### config.mk
export PLATFORM = sky130hd
export DESIGN_NAME = hint_fetch_throttle
export DESIGN_NICKNAME = d
export VERILOG_FILES = /design/src/rtl/ft_pkg.sv /design/src/rtl/ft_hint_latch.sv /design/src/rtl/ft_stall_counter.sv /design/src/rtl/hint_fetch_throttle.sv
export SDC_FILE = /design/constraint.sdc
export NUM_CORES = 1
export LEC_CHECK = 0
export BUFFER_PORTS_ARGS = -buffer_cell sky130_fd_sc_hd__clkbuf_2
export CORE_AREA = 4 4 41 43
export CTS_CLUSTER_DIAMETER = 120
export CTS_CLUSTER_SIZE = 25
export DETAILED_ROUTE_END_ITERATION = 10
export DIE_AREA = 0 0 45 47
export SETUP_SLACK_MARGIN = 0.4
export SLEW_MARGIN = 20
export SYNTH_ARGS = -nofsm -noshare
export SYNTH_HDL_FRONTEND = slang
export SYNTH_HIERARCHICAL = 1
export SYNTH_SLANG_ARGS = --single-unit
export TNS_END_PERCENT = 5
### constraint.sdc
create_clock -name clk -period 1.8 [get_ports clk]
set_clock_uncertainty 0.2 [all_clocks]
set_input_delay 0.09 -clock clk [delete_from_list [all_inputs] [get_ports clk]]
set_output_delay 0.09 -clock clk [all_outputs]
set_load 0.05 [all_outputs]
### src/rtl/ft_pkg.sv
package ft_pkg;
    // Default width of the stall-length field (lengths 0..3).
    localparam int CNT_W_DEF = 2;

    // Control word steering the stall counter for one edge.
    typedef struct packed {
        logic clear;   // flush: drop any running stall
        logic load;    // start or restart a stall
    } cnt_ctrl_t;

    // Build the counter control from the latched hint, the length and flush.
    function automatic cnt_ctrl_t make_ctrl(input logic hint_q,
                                            input logic len_nonzero,
                                            input logic flush);
        cnt_ctrl_t c;
        c.clear = flush;
        c.load  = hint_q & len_nonzero & ~flush;
        return c;
    endfunction
endpackage

### src/rtl/ft_hint_latch.sv
module ft_hint_latch (
    input  logic clk,
    input  logic rst,
    input  logic flush,
    input  logic dec_valid,
    input  logic dec_hint,
    output logic hint_q
);
    always_ff @(posedge clk) begin
        if (rst || flush) begin
            hint_q <= 1'b0;
        end else begin
            hint_q <= dec_valid & dec_hint;
        end
    end
endmodule

### src/rtl/ft_stall_counter.sv
module ft_stall_counter
    import ft_pkg::*;
#(
    parameter int CNT_W = CNT_W_DEF
) (
    input  logic             clk,
    input  logic             rst,
    input  cnt_ctrl_t        ctrl,
    input  logic [CNT_W-1:0] load_val,
    output logic [CNT_W-1:0] cnt_q,
    output logic             fetch_en_q,
    output logic             busy_q
);
    localparam logic [CNT_W-1:0] ZERO = '0;
    localparam logic [CNT_W-1:0] ONE  = CNT_W'(1);

    logic [CNT_W-1:0] cnt_nxt;

    always_comb begin
        if (ctrl.clear) begin
            cnt_nxt = ZERO;
        end else if (ctrl.load) begin
            cnt_nxt = load_val;
        end else if (cnt_q != ZERO) begin
            cnt_nxt = cnt_q - ONE;
        end else begin
            cnt_nxt = ZERO;
        end
    end

    always_ff @(posedge clk) begin
        if (rst) begin
            cnt_q      <= ZERO;
            fetch_en_q <= 1'b1;
            busy_q     <= 1'b0;
        end else begin
            cnt_q      <= cnt_nxt;
            fetch_en_q <= (cnt_nxt == ZERO);
            busy_q     <= (cnt_nxt != ZERO);
        end
    end
endmodule

### src/rtl/hint_fetch_throttle.sv
module hint_fetch_throttle
    import ft_pkg::*;
#(
    parameter int CNT_W = CNT_W_DEF
) (
    input  logic             clk,
    input  logic             rst,
    input  logic             dec_valid,
    input  logic             dec_hint,
    input  logic [CNT_W-1:0] stall_len,
    input  logic             flush,
    output logic             fetch_en,
    output logic             throttle_busy
);
    logic             hint_q;
    logic [CNT_W-1:0] cnt_q;
    cnt_ctrl_t        ctrl;

    ft_hint_latch u_latch (
        .clk       (clk),
        .rst       (rst),
        .flush     (flush),
        .dec_valid (dec_valid),
        .dec_hint  (dec_hint),
        .hint_q    (hint_q)
    );

    assign ctrl = make_ctrl(hint_q, |stall_len, flush);

    ft_stall_counter #(.CNT_W(CNT_W)) u_cnt (
        .clk        (clk),
        .rst        (rst),
        .ctrl       (ctrl),
        .load_val   (stall_len),
        .cnt_q      (cnt_q),
        .fetch_en_q (fetch_en),
        .busy_q     (throttle_busy)
    );
endmodule

==> impl_results.md <==
* Grt ovf at 0
* Placer Congestion at 0.701
* CTS Buf Count at 3
* Final setup viols at 0
* Ratio of cells with drive above 1 in the final layout at 0.378
* Synth area leader: dfxtp_1
* Tcrit/Tclk final at 0.764
* ANT nets after route at 0
* Bufs and invs on worst path at 0
* Clk Latency, worst-skew pair at 240 ps
* Hold Path Cell Cnt at 2
* Fin area at 354 um2
* Leakage at about 0.15 nW
* Port Buffers at 8
* Global-route wire length before repair at about 800 um
* Kind of cell adding the most delay to the critical path: simple AND/OR/NAND/NOR gates
* CTS tree: yes
* Fillcell total at ~150
* Synth Instances at 18
* Worst vdd ir at roughly 0.00035 V
* Largest net degree at the start of global routing at 7
* CP max stage delay at about 450 ps
* Worst-path clk slew at about 40 ps
* Reg2reg start: u_latch/hint_q
* DP Worst Slack at roughly 420 ps
* WL/cell at between 9 and 10 um
* Number of global-route vias before repair at between 200 and 250
* Die Width at 45 um
* Via/cell ratio at between 4 and 5
* IO Pins at 9
* Max Buffers Root-to-Sink at 2
* Initial DRT Pass Iterations at 2
* Worst R2R End: u_cnt/fetch_en_q
* Die Ht at about 47 um
* Area grow syn2layout at 83.8%
* Worst Hold Launch: flush
* CP Capture Type: register
* Slew headroom at 0.816
* Clock H-tree levels at 1
* Antenna diodes at 0
* Register Area at approximately 100 um2
* Worst R2R Setup Slack at about 420 ps
* Wirelength, routed at 514 um
* Die area at approximately 2100 um2
* DP Area at about 250 um2
* Hold/Removal Path Class: primary input to register
* Sequential area share after synthesis at 0.519
* Setup TNS Final at 0 ps
* Area of the multi-input gates at between 90 and 100 um2
* Critical path data arrival time at around 1300 ps
* RSZ-0062 raised after global routing: true
* Outcome: completed
* Max_cap viols at 0
* FP Rows at 13
* Crit path kind: register to register
* Cell breakdown of the critical path: nor3b_4 > nor3b_1 > or4_1
* Period minus WS final at 1380 ps
* Tot Pwr at ~270 uW
* Initial DRC count at 4
* Area contributors post-synth: dfxtp_1 (52%), a211oi_1 (7.8%), and4bb_2 (6.5%)
* Clk sink count at 5
* Critical Path Fanout Max at 4
* R2R cell count at 3
* Starting Density at 0.148
* Post-Syn Area per Cell at 10.7 um2
* DP HPWL at slightly above 300 um
* Hold path endpoint: u_latch/hint_q
* Ys Warns at 6
* Peak Freq at 727 MHz
* Slowest stage cell, crit path: or4_1
* Overall global routing resource usage at 0.0594
* Startpoint types: register
* Library cells used by synthesis at 11
* P per Cell Area at approximately 760 nW/um2
* DRC violation count after routing at 0
* Yosys top cell area share at 0.519
* Max Slew Vio Count at 0
* Crit path required time at about 1700 ps
* Number of synthesized register bits at 5
* Final Hold Viols at 0
* Core area at between 1000 and 1500 um2
* Post-Syn Area at around 190 um2
* Slew @ Worst Pin at approximately 280 ps
* Clk root buf: clkbuf_4
* Synth Net Count at 25
* Routed vias at 210
* Number of antenna violations at the first check in global routing at 0
* Nets at 45
* Post-layout worst setup margin at 424 ps
[timing repair]
item | in CTS | in global routing
hold endpoints to repair | 5 | 0
setup endpoints to repair | 0 | 1
buffers inserted | 0 | 1
hold buffers | 6 | 0
resized for setup | 0 | 2
[Yosys cell counts]
master and number:
or4_1 1, dfxtp_1 5, and4bb_2 1, nand2_1 2, nor2_1 2, nor3b_1 1, nor4_1 1, nand3b_1 1
nor3b_2 1, a211oi_1 2, or3b_1 1
[worst max path at each step]
stage,from,end,slack [ps],cells past startpoint
2_1_floorplan,u_latch/hint_q,u_cnt/fetch_en_q,450,3
3_3_place_gp,u_latch/hint_q,u_cnt/fetch_en_q,430,3
3_5_place_dp,u_latch/hint_q,u_cnt/fetch_en_q,420,3
4_1_cts,flush,u_cnt/fetch_en_q,410,3
5_1_grt,u_latch/hint_q,u_cnt/fetch_en_q,390,3
6_report,u_latch/hint_q,u_cnt/fetch_en_q,420,3
[sequential cells by signal, summed over array words and instances (netlist names)]
name	flops
u_cnt/cnt_q	2
u_cnt/busy_q	1
u_cnt/fetch_en_q	1
u_latch/hint_q	1
[worst reg2reg max path, delay by kind of cell (launching register included)]
family	cells	cell delay, ps
AND/OR/NAND/NOR	3	750
flip-flops	1	300
[kinds of logic (layout without fill, tap and decap cells)]
group	count (synthesis)	count (layout)	share of synthesized area
buffers and inverters	0	19	0
and+or+nand+nor	11	11	0.403
AOI/OAI and AO/OA	2	2	0.0779
DFF	5	5	0.520
[through the flow]
stage | hold WS (ps) | cells | utilization
finish | 51.8 | 52 | 0.272
global route | 39.5 | 52 | 0.272
CTS | -26.9 | 51 | 0.260
detailed placement | 127 | 41 | 0.193
global placement | 125 | 41 | 0.193
floorplan | -37.2 | 18 | -
[cells in the final DEF (no fill, tap or decap), types with 2 or more instances in the layout]
cell / count
dlygate4sd3_1: 5
nand2_1: 2
dfxtp_1: 5
a211oi_1: 2
clkbuf_2: 8
nor2_1: 2
clkbuf_4: 3
[power breakdown]
part / switching [mW] / total (mW) / internal, mW
Combinational: 0.0108 / 0.0274 / 0.0166
Sequential: 0.000320 / 0.112 / 0.112
Clock: 0.0470 / 0.131 / 0.0839
[final cells by class]
| cell class | instances | area share |
|---|---|---|
| multi-input cells | 13 | 0.279 |
| clock buffers | 4 | 0.0742 |
| flip-flops and latches | 5 | 0.283 |
| well taps | 15 | 0.0530 |
| repair buffers | 15 | 0.311 |
[per-layer routing]
metal	wire, um	global-route usage
met2	226	0.0791
met3	82	0.0766
met4	8	0.0351
met1	197	0.0481
met5	0	0
No activity file was read; power rests on OpenSTA's default activity.
